File: config.mk
export PLATFORM = sky130hd
export DESIGN_NAME = xmit_table
export DESIGN_NICKNAME = d
export VERILOG_FILES = /design/src/rtl/xmit_table_pkg.sv /design/src/rtl/xt_rec_match.sv /design/src/rtl/xt_rec_pack.sv /design/src/rtl/xmit_table.sv
export SDC_FILE = /design/constraint.sdc
export NUM_CORES = 1
export LEC_CHECK = 0
export BUFFER_PORTS_ARGS = -buffer_cell sky130_fd_sc_hd__buf_2
export CAP_MARGIN = 10
export CORE_UTILIZATION = 53
export DETAILED_ROUTE_END_ITERATION = 7
export HOLD_SLACK_MARGIN = 0.08
export PLACE_DENSITY = 0.87
export SKIP_CTS_REPAIR_TIMING = 1
export SYNTH_ARGS = -nofsm -noshare
export SYNTH_HDL_FRONTEND = slang
export SYNTH_SLANG_ARGS = --single-unit
File: constraint.sdc
create_clock -name clk -period 2.6 [get_ports clk]
set_clock_uncertainty 0.05 [all_clocks]
set_input_delay 0.52 -clock clk [delete_from_list [all_inputs] [get_ports clk]]
set_output_delay 0.52 -clock clk [all_outputs]
set_load 0.1 [all_outputs]
File: src/rtl/xmit_table_pkg.sv
package xmit_table_pkg;

    typedef enum logic [2:0] {
        OP_FIND   = 3'd0,
        OP_INSERT = 3'd1,
        OP_UPDATE = 3'd2,
        OP_RDSYNC = 3'd3,
        OP_ERASE  = 3'd4
    } op_e;

    typedef enum logic [2:0] {
        S_IDLE,
        S_SCAN_RD,
        S_SCAN_CHK,
        S_WRITE,
        S_SYNC_RD,
        S_SYNC_CHK,
        S_DONE
    } state_e;

    typedef struct packed {
        logic [3:0]  func;
        logic [27:0] sn;
    } ident_t;

    localparam logic [7:0]  FREE_MARK = 8'hF0;
    localparam logic [15:0] FREE_WORD = {FREE_MARK, 8'h00};

    function automatic logic [7:0] head_byte(ident_t id);
        return {id.func, id.sn[27:24]};
    endfunction

endpackage

File: src/rtl/xt_rec_match.sv
module xt_rec_match
    import xmit_table_pkg::*;
(
    input  logic [15:0] word,
    input  logic        second,
    input  logic [27:0] key,
    output logic        is_free,
    output logic        part_hit
);
    always_comb begin
        is_free = (word[15:8] == FREE_MARK);
        if (second)
            part_hit = (word == {key[15:8], key[23:16]});
        else
            part_hit = !is_free && (word[11:8] == key[27:24]) && (word[7:0] == key[7:0]);
    end
endmodule

File: src/rtl/xt_rec_pack.sv
module xt_rec_pack
    import xmit_table_pkg::*;
(
    input  ident_t      id,
    input  logic [15:0] sync,
    input  logic [1:0]  wsel,
    input  logic        wipe,
    output logic [15:0] wdata
);
    always_comb begin
        if (wipe) begin
            wdata = FREE_WORD;
        end else begin
            unique case (wsel)
                2'd0:    wdata = {head_byte(id), id.sn[7:0]};
                2'd1:    wdata = {id.sn[15:8], id.sn[23:16]};
                default: wdata = sync;
            endcase
        end
    end
endmodule

File: src/rtl/xmit_table.sv
module xmit_table
    import xmit_table_pkg::*;
#(
    parameter int NUM_REC = 16,
    localparam int REC_W  = (NUM_REC > 1) ? $clog2(NUM_REC) : 1,
    localparam int ADDR_W = REC_W + 3
) (
    input  logic              clk,
    input  logic              rst,
    input  logic              cmd_valid,
    input  logic [2:0]        cmd_op,
    input  logic [3:0]        cmd_func,
    input  logic [27:0]       cmd_sn,
    input  logic [15:0]       cmd_sync,
    input  logic [REC_W-1:0]  cmd_rec,
    output logic              busy,
    output logic              done,
    output logic              found,
    output logic              full,
    output logic              mismatch,
    output logic [REC_W-1:0]  rec_idx,
    output logic [15:0]       sync_out,
    output logic              mem_rd,
    output logic              mem_wr,
    output logic [ADDR_W-1:0] mem_addr,
    output logic [15:0]       mem_wdata,
    input  logic [15:0]       mem_rdata
);
    localparam logic [REC_W-1:0] LAST_REC = REC_W'(NUM_REC - 1);

    state_e            state;
    op_e               op;
    ident_t            id;
    logic [15:0]       sync_r;
    logic [15:0]       first_copy;
    logic [REC_W-1:0]  rec;
    logic [1:0]        wsel;
    logic              is_free;
    logic              part_hit;
    ident_t            cmd_id;

    assign cmd_id = '{func: cmd_func, sn: cmd_sn};

    xt_rec_match u_match (
        .word     (mem_rdata),
        .second   (wsel[0]),
        .key      (id.sn),
        .is_free  (is_free),
        .part_hit (part_hit)
    );

    xt_rec_pack u_pack (
        .id    (id),
        .sync  (sync_r),
        .wsel  (wsel),
        .wipe  (op == OP_ERASE),
        .wdata (mem_wdata)
    );

    assign busy     = (state != S_IDLE);
    assign done     = (state == S_DONE);
    assign mem_rd   = (state == S_SCAN_RD) || (state == S_SYNC_RD);
    assign mem_wr   = (state == S_WRITE);
    assign mem_addr = {rec, wsel, 1'b0};

    always_ff @(posedge clk) begin
        if (rst) begin
            state      <= S_IDLE;
            op         <= OP_FIND;
            id         <= '0;
            sync_r     <= '0;
            first_copy <= '0;
            rec        <= '0;
            wsel       <= '0;
            found      <= 1'b0;
            full       <= 1'b0;
            mismatch   <= 1'b0;
            rec_idx    <= '0;
            sync_out   <= '0;
        end else begin
            unique case (state)
                S_IDLE: begin
                    if (cmd_valid) begin
                        op       <= op_e'(cmd_op);
                        id       <= cmd_id;
                        sync_r   <= cmd_sync;
                        found    <= 1'b0;
                        full     <= 1'b0;
                        mismatch <= 1'b0;
                        unique case (op_e'(cmd_op))
                            OP_FIND: begin
                                rec <= '0; wsel <= 2'd0; state <= S_SCAN_RD;
                            end
                            OP_INSERT: begin
                                rec <= '0; wsel <= 2'd0;
                                state <= (head_byte(cmd_id) == FREE_MARK) ? S_DONE : S_SCAN_RD;
                            end
                            OP_UPDATE: begin
                                rec <= cmd_rec; wsel <= 2'd2; state <= S_WRITE;
                            end
                            OP_RDSYNC: begin
                                rec <= cmd_rec; wsel <= 2'd2; state <= S_SYNC_RD;
                            end
                            OP_ERASE: begin
                                rec <= '0; wsel <= 2'd0; state <= S_WRITE;
                            end
                            default: state <= S_DONE;
                        endcase
                    end
                end
                S_SCAN_RD: state <= S_SCAN_CHK;
                S_SCAN_CHK: begin
                    if (op == OP_INSERT && is_free) begin
                        rec_idx <= rec;
                        wsel    <= 2'd0;
                        state   <= S_WRITE;
                    end else if (op == OP_FIND && part_hit && !wsel[0]) begin
                        wsel  <= 2'd1;
                        state <= S_SCAN_RD;
                    end else if (op == OP_FIND && part_hit) begin
                        found   <= 1'b1;
                        rec_idx <= rec;
                        state   <= S_DONE;
                    end else if (rec == LAST_REC) begin
                        full  <= (op == OP_INSERT);
                        state <= S_DONE;
                    end else begin
                        rec   <= rec + 1'b1;
                        wsel  <= 2'd0;
                        state <= S_SCAN_RD;
                    end
                end
                S_WRITE: begin
                    if (op == OP_ERASE) begin
                        if (rec == LAST_REC) state <= S_DONE;
                        else                 rec   <= rec + 1'b1;
                    end else if (wsel == 2'd3) begin
                        state <= S_DONE;
                    end else begin
                        wsel <= wsel + 2'd1;
                    end
                end
                S_SYNC_RD: state <= S_SYNC_CHK;
                S_SYNC_CHK: begin
                    if (wsel == 2'd2) begin
                        first_copy <= mem_rdata;
                        wsel       <= 2'd3;
                        state      <= S_SYNC_RD;
                    end else begin
                        sync_out <= first_copy;
                        mismatch <= (first_copy != mem_rdata);
                        state    <= S_DONE;
                    end
                end
                S_DONE:  state <= S_IDLE;
                default: state <= S_IDLE;
            endcase
        end
    end
endmodule

==> reports/qor.yml <==
status: "finished clean"
drv_cap: 0
rows: 34
crit_arrival_ns: 1.96
die_h_microns: 98.69
syn_avg_cell_area_sq_um: 7.599
whs_endpoint: "sync_r[11]"
placedCellCount: 848
crit_path_end_kind: "primary output"
hp-class: "primary input to register"
hold_depth: 3
worstPathMaxFanout: 12
final_cell_area_sq_mm: 0.006241
synth_area_sq_mm: 0.004955
slew_viol_final: 0
clock-sinks: 99
cts_max_level: 3
synth_cell_types: 63
start_util_pct: 55.73
die_w_microns: 98.69
cts-buffers-inserted: 9
drtIter0Drc: 337
worstPathBufferInverterCount: 3
via_count: 5052
switching_share_pct: 50.02
drc: 0
crit_type: "register to primary output"
gr-total-overflow: 0
p_comb_share_pct: 54.4
fmax_mhz: 395.7
min_period_over_period_pct: 97.19
min_period_ns: 2.527
crit_path_start_kind: "register"
final_cells: 865
multi_input_area_sq_mm: 0.002973
port_buffers: 122
area_delta_synth_final_pct: 25.96
grt_max_degree: 53
die_area_sq_mm: 0.009740
setup-violations-final: 0
r2r_setup_slack_ns: 0.40
worstPathCellList: "inv_1, ha_4, buf_4, a22oi_1, a21oi_4, buf_12"
synth_nets: 731
p_total_mw: 6.518
hold_violations: 0
place_congestion: 0.9110
ys_warn_count: 0
async_reset_ff_share_pct: 0
p_leak_nw: 2.462
fp.coreArea_sq_mm: 0.008891
pwr-share-seq_pct: 31.5
cpLargestDelayFamily: "buffers and inverters"
fillers: 689
relSlewSlack_pct: 56.50
grt_usage_pct: 29.34
place_area_sq_mm: 0.006005
layout_commonest_cell: "nand2_1"
p_int_mw: 3.257
dp_hpwl_microns: 10360
cts.clk_slew.worst_paths_ns: 0.10
cp.required_ns: 2.03
seq_area_frac_synth_pct: 40.00
slowest_stage: "dfxtp_4"
num_io_pins: 124
p_switching_mw: 3.261
insertion_delay_ns: 0.37
hold_start: "cmd_sync[11]"
synth_edf_count: 0
rsz0062_at_grt: "false"
ys_ff_latch: 99
grt_pass1_wl_microns: 22900
antenna_found_initial: 0
p_per_area_mw_per_mm2: 1044
layout_common_cells: "209 x nand2_1, 106 x buf_2, 97 x dfxtp_1"
synth-main-ff-cell: "dfxtp_1"
worstMarginPinSlew_ns: 0.6507
n_antenna_cell: 0
drt-wirelength-per-cell_microns: 16.43
via_per_inst: 5.840
grt_pass1_vias: 4785
critPathMaxStageDelay_ns: 0.42
r2r-start: "op[0]"
register_area_sq_mm: 0.001989
clk_path_buf_depth: 2
drive_gt1_share_pct: 25.50
netlist_instances: 652
p_clk_share_pct: 14.1
routed_wl_microns: 14210
cts_tree: "built"
clockRootBuffer: "clkbuf_8"
reg2reg_depth: 5
ir_drop_mv: 0.6419
nNetsFinal: 831
r2r_end: "rec[0]"
drt_pass1_iterations: 6
antenna_left: 0
finalSetupTns_ns: 0
## worst min-delay path, cell delays in order
cell and delay (ns):
buf_2 0.09, nand2_1 0.05, a21oi_1 0.05
## power groups by stage
| stage | clock network (mW) | registers [mW] | logic, mW |
|---|---|---|---|
| finish | 0.920 | 2.05 | 3.54 |
| floorplan | 0 | 2.16 | 2.43 |
| global placement | 0 | 2.06 | 3.38 |
| global route | 0.999 | 2.09 | 3.74 |
| detailed placement | 0 | 2.07 | 3.45 |
| CTS | 0.927 | 2.04 | 3.46 |
## synthesized netlist by cell type, types with 2 or more instances
library cell / instances / area share [%]
clkbuf_2: 2 / 0.20
o41ai_1: 2 / 0.35
or4_1: 2 / 0.30
clkbuf_1: 35 / 2.7
o22ai_1: 2 / 0.25
o211ai_1: 5 / 0.76
and3_1: 5 / 0.63
xor2_1: 35 / 6.2
o21ai_0: 8 / 0.81
a22oi_1: 13 / 2.0
nor2b_1: 4 / 0.50
ha_1: 5 / 1.3
nor4_1: 7 / 0.88
or2_1: 2 / 0.25
mux2i_1: 7 / 1.4
a31oi_1: 4 / 0.50
buf_4: 2 / 0.30
a221oi_1: 5 / 0.88
dfxtp_1: 99 / 40
a21oi_1: 108 / 11
nor4_2: 2 / 0.50
xnor2_1: 11 / 1.9
and2_1: 4 / 0.50
nand2b_1: 2 / 0.25
inv_1: 7 / 0.53
buf_2: 5 / 0.50
nand4_1: 6 / 0.76
nand2_1: 213 / 16
nor2_1: 13 / 0.98
nand3_1: 4 / 0.40
## how the worst max path moves through the flow
| stage | from | cells after the start | endpoint |
|---|---|---|---|
| floorplan | wsel[1] | 7 | mem_wdata[0] |
| global placement | wsel[0] | 4 | mem_wdata[10] |
| detailed placement | wsel[0] | 4 | mem_wdata[5] |
| CTS | wsel[0] | 4 | mem_wdata[2] |
| global route | wsel[0] | 6 | mem_wdata[7] |
| finish | wsel[0] | 6 | mem_wdata[7] |
## sequential cells by signal, indices dropped and copies added, names as in the netlist
name        flops
first_copy     16
op              3
rec_idx         4
mismatch        1
sync_r         16
found           1
rec             4
wsel            2
state           3
sync_out       16
id             32
full            1
## stage by stage
| stage | util (%) | hold WS (ns) | setup WS, ns |
|---|---|---|---|
| detailed placement | 67.53 | 0.3948 | 0.1738 |
| floorplan | - | 0.3864 | 0.01669 |
| CTS | 69.52 | 0.3230 | -0.2535 |
| finish | 70.19 | 0.3292 | 0.07302 |
| global route | 70.19 | 0.3362 | 0.03680 |
| global placement | 67.53 | 0.3931 | 0.2482 |
## cell type report
class | count | area share, %
multi-input cells | 501 | 47.63
flip-flops and latches | 99 | 31.88
repair buffers | 134 | 15.08
well taps | 108 | 2.165
clock buffers | 10 | 2.045
clock inverters | 6 | 0.7819
inverters | 7 | 0.4210
## metal layers
layer	GRT usage, %	up-vias	part of all wire (%)
met5	0	-	0
met4	11.83	0	2.4
met3	4.184	29	7.0
met2	50.38	240	49
met1	37.18	2375	41
li1	-	2408	-
## kinds of logic after synthesis
kind of cell             Yosys count  synth area share [%]
AND/OR/NAND/NOR                  280                 25.45
multiplexers                       7                 1.414
buffers and inverters             53                 4.495
AO/OA/AOI/OAI                    161                 19.17
other                              1               0.07568
XOR/XNOR                          46                 8.131
adder cells (fa/ha/maj)            5                 1.263
flip-flops                        99                 40.00
Note: power is estimated with default switching activity, not from simulation.
